`config.mk`:
```
export PLATFORM = sky130hd
export DESIGN_NAME = dot_clock_gen
export DESIGN_NICKNAME = d
export VERILOG_FILES = /design/src/rtl/dot_clock_gen.sv
export SDC_FILE = /design/constraint.sdc
export NUM_CORES = 1
export LEC_CHECK = 0
export BUFFER_PORTS_ARGS = -buffer_cell sky130_fd_sc_hd__buf_2
export CAP_MARGIN = 30
export CORE_ASPECT_RATIO = 0.8
export CORE_MARGIN = 4
export CORE_UTILIZATION = 60
export CTS_BUF_LIST = sky130_fd_sc_hd__clkbuf_8
export CTS_CLUSTER_SIZE = 20
export DETAILED_ROUTE_END_ITERATION = 10
export MAX_ROUTING_LAYER = met4
export PLACE_DENSITY = 0.8
export SLEW_MARGIN = 10
export SYNTH_ARGS = -nofsm -noshare
export SYNTH_HDL_FRONTEND = slang
export SYNTH_SLANG_ARGS = --single-unit
```
`constraint.sdc`:
```
create_clock -name clk -period 6.2 [get_ports clk]
set_input_delay 0.31 -clock clk [delete_from_list [all_inputs] [get_ports clk]]
set_output_delay 0.31 -clock clk [all_outputs]
set_load 0.005 [all_outputs]
```
`src/rtl/dot_clock_gen.sv`:
```
module dot_clock_gen #(
  parameter int          HW           = 9,
  parameter logic [8:0]  SYNC_START   = 9'h1CD,
  parameter logic [8:0]  LINE_LAST    = 9'h1FF,
  parameter int          REGION_TICKS = 66,
  parameter int          SEG_TICKS    = 17,
  parameter int          SEG_COUNT    = 3
) (
  input  logic          clk,
  input  logic          rst_n,
  input  logic          wide_mode,
  input  logic [HW-1:0] hcount,
  input  logic          hhalf,
  output logic          dot_en,
  output logic          pix_en
);
  localparam int IW        = $clog2(REGION_TICKS + 1);
  localparam int SHORT_END = SEG_TICKS * SEG_COUNT;

  logic [2:0]    cnt;
  logic [IW-1:0] idx;
  logic          run, ph, mode_q;
  logic          entry, in_reg, shorted, slow, line_end;
  logic [IW-1:0] k;

  assign entry    = mode_q & ~run & (hcount == HW'(SYNC_START)) & ~hhalf;
  assign in_reg   = run | entry;
  assign k        = run ? idx : '0;
  assign shorted  = (int'(k) < SHORT_END) && ((int'(k) % SEG_TICKS) >= SEG_TICKS - 2);
  assign slow     = ~mode_q | (in_reg & ~shorted);
  assign dot_en   = (cnt == (slow ? 3'd4 : 3'd3));
  assign pix_en   = dot_en & ph;
  assign line_end = (hcount == HW'(LINE_LAST)) & hhalf;

  always_ff @(posedge clk) begin
    if (!rst_n) begin
      cnt    <= '0;
      ph     <= 1'b0;
      run    <= 1'b0;
      idx    <= '0;
      mode_q <= wide_mode;
    end else begin
      cnt <= dot_en ? 3'd0 : cnt + 3'd1;
      if (dot_en) begin
        ph <= ~ph;
        if (entry) begin
          run <= 1'b1;
          idx <= IW'(1);
        end else if (run) begin
          if (int'(idx) == REGION_TICKS - 1) begin
            run <= 1'b0;
            idx <= '0;
          end else begin
            idx <= idx + IW'(1);
          end
        end
        if (line_end) mode_q <= wide_mode;
      end
    end
  end

  p_pix_with_dot_r6: assert property (@(posedge clk) disable iff (!rst_n)
    pix_en |-> dot_en);

  p_pix_alternate_r6: assert property (@(posedge clk) disable iff (!rst_n)
    pix_en |=> (!pix_en && !dot_en));

  p_dot_spacing_r7: assert property (@(posedge clk) disable iff (!rst_n)
    dot_en |-> (!$past(dot_en) && !$past(dot_en, 2) && !$past(dot_en, 3)));

  p_narrow_five_r1: assert property (@(posedge clk) disable iff (!rst_n)
    (!mode_q && dot_en) |-> (!$past(dot_en) && !$past(dot_en, 2) &&
                             !$past(dot_en, 3) && !$past(dot_en, 4)));

  p_mode_hold_r9: assert property (@(posedge clk) disable iff (!rst_n)
    !(dot_en && line_end) |=> $stable(mode_q));

endmodule

```
# After elaboration in Yosys (flattened, before gate mapping)
# Cells that the tools add are included.
totals:
  in_bits: 13
  reg_bits: 13
  wordCells: 46
  output_inout_bits: 2
classes:
  n_eq_ne: 6
  n_bitwise: 14
  reduce_logical: 5
  addsub: 2
  n_mux: 11
  n_lt_le_gt_ge: 2
  div: 1
op_table:
  columns: ["operator", "n"]
  rows:
  - ["$ge A32 B5 Y1 const B", 1]
  - ["$mod A8 B6 Y32 const B", 1]
  - ["$mux W7", 4]
  - ["$eq A9 B9 Y1 const B", 2]
  - ["$add A7 B1 Y7 const B", 1]
  - ["$eq A7 B7 Y1 const B", 1]
  - ["$lt A7 B6 Y1 const B", 1]
  - ["$and A1 B1 Y1", 6]
  - ["$mux W1", 6]
  - ["$not A1 Y1", 6]
  - ["$ne A2 B1 Y1 const B", 2]
  - ["$reduce_and A2 Y1", 2]
  - ["$add A3 B1 Y3 const B", 1]
  - ["$eq A3 B3 Y1", 1]
  - ["$mux W3", 1]
  - ["$or A1 B1 Y1", 2]
  - ["$reduce_bool A2 Y1", 1]
  - ["$reduce_or A2 Y1", 1]
  - ["$logic_and A1 B1 Y1", 1]

# Longest topological paths before layout
# Gate-level depths: netlist of the first run.
depth:
  ltp_word: 11
  depth_mapped: 23

# Worst setup path after synthesis of the first run
# OpenSTA, ideal clock, no wires.
synth_timing:
  kind: "register to register"
  from: "register run"
  to: "register idx[1]"
  path_slack_ps: 618
  setup_ps: 70
  stages_incl_launch_ff: 23
  t_arrival_ps: 5512
  path_buffers: 2
  required_ps: 6130
  cell_sequence: "dfxtp_1 > buf_2 > clkbuf_1 > nand2_1 > ha_1 > or4_4 > nand2_2 > a21boi_0 > ha_1 > o21bai_1 > a211o_2 > a21oi_4 > xnor2_1 > ha_1 > and3_1 > mux2_2 > o21ai_1 > or4_4 > a2111oi_4 > a211oi_2 > mux2i_2 > or4_1 > a21boi_1"
synth_between:
  elab_chain_len: 10
  word_cells_on_any_way: 18
  classes_between: "1 x div; 2 x order compare; 1 x eq/ne; 3 x mux; 8 x bitwise; 3 x reduce/logical"
synth_lines:
  columns: ["element", "line_no", "rtl"]
  rows:
  - ["start, declared", "22", "logic run, ph, mode_q;"]
  - ["start signal, assigned", "39", "run <= 1'b0;"]
  - ["start signal, assigned", "47", "run <= 1'b1;"]
  - ["start signal, assigned", "51", "run <= 1'b0;"]
  - ["$mux W7 / $not A1 Y1 (equally long branches)", "28, 26", null]
  - ["$mod A8 B6 Y32 / $and A1 B1 Y1 (equally long branches)", "29, 26", null]
  - ["$ge A32 B5 Y1 / $and A1 B1 Y1 (equally long branches)", "29, 26", null]
  - ["$logic_and A1 B1 Y1 / $and A1 B1 Y1 (equally long branches)", "29, 26", null]
  - ["$not A1 Y1 / $or A1 B1 Y1 (equally long branches)", "30, 27", null]
  - ["$and A1 B1 Y1", "30", "assign slow = ~mode_q | (in_reg & ~shorted);"]
  - ["$or A1 B1 Y1", "30", null]
  - ["$mux W3", "31", "assign dot_en = (cnt == (slow ? 3'd4 : 3'd3));"]
  - ["$eq A3 B3 Y1", "31", null]
  - ["$reduce_and A2 Y1 (no line)", null, null]
  - ["end signal, assigned", "54", "idx <= idx + IW'(1);"]
  - ["end, declared", "21", "logic [IW-1:0] idx;"]
# Several ways; a longest one is shown, not always the timed one.
# A chain may end at the register's enable or synchronous reset.

# Worst setup path after layout of the first run
layout_timing:
  from: "register idx[2]"
  to: "output pix_en"
layout_between:
  elab_chain_len: 10
  word_cells_on_any_way: 11
  classes_between: "1 x div; 2 x order compare; 1 x eq/ne; 2 x mux; 4 x bitwise; 1 x reduce/logical"
layout_lines:
  columns: ["element", "line_no", "rtl"]
  rows:
  - ["$mux W7 (*)", "28", "assign k = run ? idx : '0;"]
  - ["$mod A8 B6 Y32", "29", "assign shorted = (int'(k) < SHORT_END) && ((int'(k) % SEG_TICKS) >= SEG_TICKS - 2);"]
  - ["$ge A32 B5 Y1", "29", null]
  - ["$logic_and A1 B1 Y1 (*)", "29", null]
  - ["$not A1 Y1 (*)", "30", null]
  - ["$and A1 B1 Y1 (*)", "30", null]
  - ["$or A1 B1 Y1 (*)", "30", null]
  - ["$mux W3 (*)", "31", null]
  - ["$eq A3 B3 Y1 (*)", "31", null]
  - ["$and A1 B1 Y1 (*)", "32", "assign pix_en = dot_en & ph;"]
  - ["end, declared", "15", "output logic pix_en"]
# Mark *: on every way between the ends. The rest lies on a longest branch, timed or not.

==> flow_summary.toml, run 1 <==
[run_status]
status = "finished, final reports clean"

[finish]
finalNonFillerCells = 306
nets = 290
final_common_cell = "nand2_1"
fillers = 259
antenna_cells = 0
syn2layout_area_growth_pct = 7.730
final_cell_mix = "nand2_1 (22), nor2_1 (21), buf_2 (14), dfxtp_1 (12), inv_1 (10)"
drive_gt1_share_pct = 20.30

[sta]
final_max_slew_viol_count = 0
setup-tns-final_ns = 0
rsz0062_at_grt = "no"
tightest_slew_ns = 0.7200
hold_slack_ns = 0.2421
fin_crit_sh_pct = 95.03
setup_viol = 0
clock_skew_ns = 0.005785
setup_slack_ns = 0.3082
maxSlewHeadroom_pct = 51.63
fin_crit_ns = 5.892
finalHoldViolCount = 0
max_freq_mhz = 169.7

[power]
irDropWorstVdd_mv = 0.09472
power_switching_uw = 42.17
p_sw_share_pct = 23.14
leakage_nw = 0.8661
pwr_density_cell_nw_per_um2 = 84.31
power_uw = 182.3
power.share.clock_pct = 41.8
intPower_uw = 140.1
pwr-share-seq_pct = 49.5
p_comb_share_pct = 8.7

[synth]
synth.avg_cell_area_sq_um = 7.933
synth-seq-area-share_pct = 13.47
synth_ff_type = "dfxtp_1"
synth_fp_nets = 276
ys.warnings.count = 0
synth.distinct_cells = 82
syn_inst = 253
synth_area_sq_um = 2007
synth-edff-count = 1
synthArstFlopShare_pct = 0
ys_ff_latch = 13

[detailed_routing]
vias = 2195
wl_per_cell_um = 17.99
drtIter0Drc = 372
drc = 0
vias_per_cell = 7.173
ant_nets = 0
drtPass1Iterations = 5
wl_mm = 5.505

[hold_path]
hold_path_class = "in -> reg"
hold_start = "wide_mode"

[clock_network]
cts.sink_count = 13
cts_tree = "yes"
cts_root_buf = "clkbuf_8"
clk_latency_ns = 0.25
cts_max_level = 1
holdBufCountCts = 0
path_clk_slew_ns = 0.06
clockBufferDepth = 2
cts_buffers = 3

[critical_path]
crit_path_end = "pix_en"
rrSetupSlack_ns = 0.47
cp_data_required_time_ns = 5.89
crit-reg2reg-capture = "idx[1]"
start_kind = "register"
cp.arrival_ns = 5.58
path_max_fanout = 12
timing.rr.start = "idx[2]"
crit_path_start = "idx[2]"
cp-end-kind = "output pin"
crit_type = "reg -> out"
reg2regPathDepth = 20

[place]
dpl.hpwl_mm = 4.148
dp_cells = 300
numPortBuffers = 14
place_congestion = 1.093
pre_cts_ws_ns = 0.3431

[die]
initial_core_util_pct = 63.65
die_x_um = 72.66
die-height_um = 59.73
die_area_sq_um = 4340
rows = 18
io_pins = 15
core-area_sq_um = 3153

[global_routing]
gr-total-overflow = 0
use_met1_pct = 38.17
grtUsageTotal_pct = 26.95
grt.met2_usage_pct = 37.28
grt_pass1_wl_mm = 9.004
grt_max_degree = 17
grt_pass1_vias = 1896
gr-usage-met3_pct = 7.227
antenna_found_initial = 0
top_usage_layer = "met1"

[flow_run]
maxCapViolations = 0
## layout make-up
cell class                      count  area [sq um]  area share, %
Tap cell                           40         50.05          2.315
Inverter                           11         41.29          1.910
Timing Repair Buffer               18         100.1          4.630
Sequential cell                    13         270.3          12.50
Multi-Input combinational cell    220          1655          76.56
Clock buffer                        3         41.29          1.910
Clock inverter                      1         3.754         0.1736
## cell usage after synthesis (all sizes together), types with 6 or more instances
library cell / instances / area [sq um]
a211oi: 7 / 62.56
a21oi: 9 / 56.31
and2: 7 / 43.79
buf: 7 / 40.03
dfxtp: 12 / 240.2
ha: 10 / 125.1
inv: 10 / 37.53
nand2: 23 / 88.84
nor2: 21 / 78.83
nor3: 7 / 46.30
o211ai: 9 / 67.56
o21ai: 12 / 60.06
or4: 6 / 52.55
## power by group through the flow
stage / sequential, mW / clock [mW] / combinational (mW)
2_1_floorplan: 0.0915 / 0 / 0.00950
5_1_grt: 0.0907 / 0.0827 / 0.0178
3_5_place_dp: 0.0921 / 0 / 0.0154
3_3_place_gp: 0.0920 / 0 / 0.0152
6_report: 0.0902 / 0.0762 / 0.0158
4_1_cts: 0.0903 / 0.0775 / 0.0154
## state kept, by name (all words and copies together) (netlist names)
signal / flops
idx: 7
mode_q: 1
ph: 1
run: 1
cnt: 3
## worst max-delay path, stage by stage, from the launching register on
cell and delay, ns:
dfxtp_1 0.52, and2_1 0.25, ha_1 0.25, nor4_2 0.09
or3_4 0.41, a21boi_0 0.17, ha_1 0.29, o21bai_1 0.25
a211o_2 0.35, a21oi_4 0.16, xnor2_1 0.16, ha_2 0.27
and3_1 0.18, mux2_2 0.19, o21ai_1 0.09, or4_4 0.50
a2111oi_4 0.43, a211oi_1 0.20, nor3_4 0.31, nor2b_1 0.11
buf_2 0.14
## how the worst min path moves through the flow
stage	end	slack (ns)	depth (start not counted)
global placement	cnt[0]	0.45	1
floorplan	mode_q	0.41	0
global route	mode_q	0.24	1
detailed placement	cnt[0]	0.45	1
finish	mode_q	0.24	1
CTS	mode_q	0.24	1
## metrics by stage
step / area (sq um) / utilization, %
2_1_floorplan: 2007 / -
3_3_place_gp: 2095 / 66.43
3_5_place_dp: 2095 / 66.43
4_1_cts: 2140 / 67.86
5_1_grt: 2162 / 68.57
6_report: 2162 / 68.57
## layer usage
metal / wire length (um) / vias up / part of all wire, %
li1: - / 1024 / -
met1: 2534 / 1004 / 46
met2: 2231 / 146 / 41
met3: 620 / 21 / 11
met4: 119 / 0 / 2.2
met5: 0 / - / 0
## cell families after synthesis
logic type,count (synthesis),share of synthesized area (%)
adders and majority gates,10,6.234
muxes,6,3.242
xor gates and xnor gates,6,2.618
AOI/OAI and AO/OA,97,41.34
buffers and inverters,20,4.426
DFF,13,13.47
and+or+nand+nor,101,28.68
## repair_timing
item,CTS,global route
resized for setup,0,2
setup endpoints to repair,0,3
setup buffers,0,2
No activity file was read; power rests on OpenSTA's default activity.
==> inputs of run 2 (changes only) <==
Settings changed: BUFFER_PORTS_ARGS -buffer_cell sky130_fd_sc_hd__buf_2 to -buffer_cell sky130_fd_sc_hd__buf_4, CTS_CLUSTER_DIAMETER from default to 80.
==> run 2 against run 1 <==
Clock power down 0.9%. Clock-buffer cell count stayed put. Hold slack got worse by 0.0013 ns. Sequential power about the same. Combinational power grew 23%. Die area unchanged. Utilization up 2.1 points. Final area is 3.1% higher.
==> flow_summary.toml, run 2 (synthesis results as in run 1) <==
[clock_network]
holdBufCountCts = 0
cts.sink_count = 13
cts_root_buf = "clkbuf_8"
cts_buffers = 3
clk_latency_ns = 0.24
clockBufferDepth = 2
cts_tree = "yes"
cts_max_level = 1
path_clk_slew_ns = 0.06

[detailed_routing]
vias = 2202
drc = 0
wl_per_cell_um = 18.45
ant_nets = 0
drtPass1Iterations = 5
drtIter0Drc = 289
wl_mm = 5.719
vias_per_cell = 7.103

[sta]
max_freq_mhz = 167.8
clock_skew_ns = 0.001464
setup_viol = 0
finalHoldViolCount = 0
setup_slack_ns = 0.2409
maxSlewHeadroom_pct = 48.27
fin_crit_sh_pct = 96.11
final_max_slew_viol_count = 0
setup-tns-final_ns = 0
tightest_slew_ns = 0.7700
fin_crit_ns = 5.959

[finish]
drive_gt1_share_pct = 22.22
top_register = "idx"
nets = 294
largest_register_ffs = 7
syn2layout_area_growth_pct = 11.10
final_cell_mix = "nand2_1 (22), buf_4 (22), nor2_1 (21), dfxtp_1 (12), inv_1 (10)"
fillers = 267
reg_top3 = "idx (7), cnt (3)"
antenna_cells = 0

[power]
power.share.clock_pct = 40.8
leakage_nw = 0.8754
pwr-share-seq_pct = 48.7
p_comb_share_pct = 10.5
irDropWorstVdd_mv = 0.08563
power_switching_uw = 42.27
p_sw_share_pct = 22.81
pwr_density_cell_nw_per_um2 = 83.10
intPower_uw = 143.0

[global_routing]
antenna_found_initial = 0
grt_pass1_vias = 1948
grtUsageTotal_pct = 28.31
gr-total-overflow = 0
grt_max_degree = 17
grt_pass1_wl_mm = 9.459

[place]
dpl.hpwl_mm = 4.213
numPortBuffers = 14
pre_cts_ws_ns = 0.3190
place_congestion = 1.029

[die]
io_pins = 15
initial_core_util_pct = 63.65
die_x_um = 72.66
die-height_um = 59.73
die_area_sq_um = 4340
rows = 18
core-area_sq_um = 3153

[run_status]
status = "finished, final reports clean"

[flow_run]
maxCapViolations = 0

[critical_path]
crit_type = "reg -> out"
cp_data_required_time_ns = 5.89
cp.arrival_ns = 5.65
path_max_fanout = 12
cp-end-kind = "output pin"
start_kind = "register"

[hold_path]
hold_path_class = "in -> reg"
run 2: cell types whose count changed in the layout (fill, tap and decap cells not counted):
cell	delta
and3_1	-1
and3_4	+1
buf_2	-14
buf_4	+18
ha_1	-1
ha_2	+1
nand2_2	+1
nand2_4	-1
run 2: critical path, stage by stage, from the launching register on:
cell and delay, ns:
dfxtp_1 0.42, and2_1 0.26, ha_1 0.24, or4_4 0.50, nand2_2 0.19, a21boi_0 0.16
ha_2 0.25, o21bai_1 0.22, a211o_2 0.35, a21oi_4 0.21, xnor2_1 0.18, ha_2 0.27
and3_1 0.18, mux2_2 0.19, o21ai_1 0.09, or4_4 0.50, a2111oi_4 0.45, a211oi_1 0.20
nor3_4 0.29, nor2b_1 0.11, buf_4 0.15
run 2: through the flow:
| step | cells | utilization, % | hold slack, ns | area (sq um) | power (mW) |
|---|---|---|---|---|---|
| finish | 310 | 70.71 | 0.2408 | 2230 | 0.1853 |
| global route | 310 | 70.71 | 0.2355 | 2230 | 0.1942 |
| CTS | 305 | 69.21 | 0.2401 | 2182 | 0.1845 |
| detailed placement | 301 | 67.78 | 0.4542 | 2137 | 0.1102 |
| global placement | 301 | 67.78 | 0.4409 | 2137 | 0.1097 |
| floorplan | 253 | - | 0.4089 | 2007 | 0.1010 |
run 2: metal layers:
layer,up-vias,GRT usage (%),routed length [um]
met5,-,-,0
li1,1030,-,-
met3,16,8.908,699
met1,1008,41.22,2606
met2,148,38.56,2331
met4,0,4.211,82
run 2: repair_timing:
| action | 4_1_cts | 5_1_grt |
|---|---|---|
| endpoints found under the setup margin | 0 | 4 |
| gates resized for setup | 0 | 3 |
| buffers inserted | 0 | 5 |
run 2: worst paths after layout:
| check | startpoint | endpoint | slack (ns) | depth (start not counted) |
|---|---|---|---|---|
| setup / recovery | idx[2] | pix_en | 0.24 | 20 |
| hold / removal | wide_mode | mode_q | 0.24 | 1 |
| setup reg to reg | idx[2] | idx[1] | 0.40 | 20 |
| hold reg to reg | cnt[0] | cnt[0] | 0.46 | 1 |
run 2: power by group through the flow:
stage	clock network, mW	registers, mW	logic, mW
2_1_floorplan	0	0.0915	0.00950
3_3_place_gp	0	0.0919	0.0179
3_5_place_dp	0	0.0920	0.0181
4_1_cts	0.0760	0.0903	0.0182
5_1_grt	0.0816	0.0908	0.0218
6_report	0.0755	0.0903	0.0195
run 2: final cells by class:
class	count	area [sq um]	share of cell area (%)
multi-input combinational	220	1658	74.35
sequential	13	270.3	12.12
timing repair buffer	22	165.2	7.407
tap	40	50.05	2.245
clock buffer	3	41.29	1.852
inverter	11	41.29	1.852
clock inverter	1	3.754	0.1684
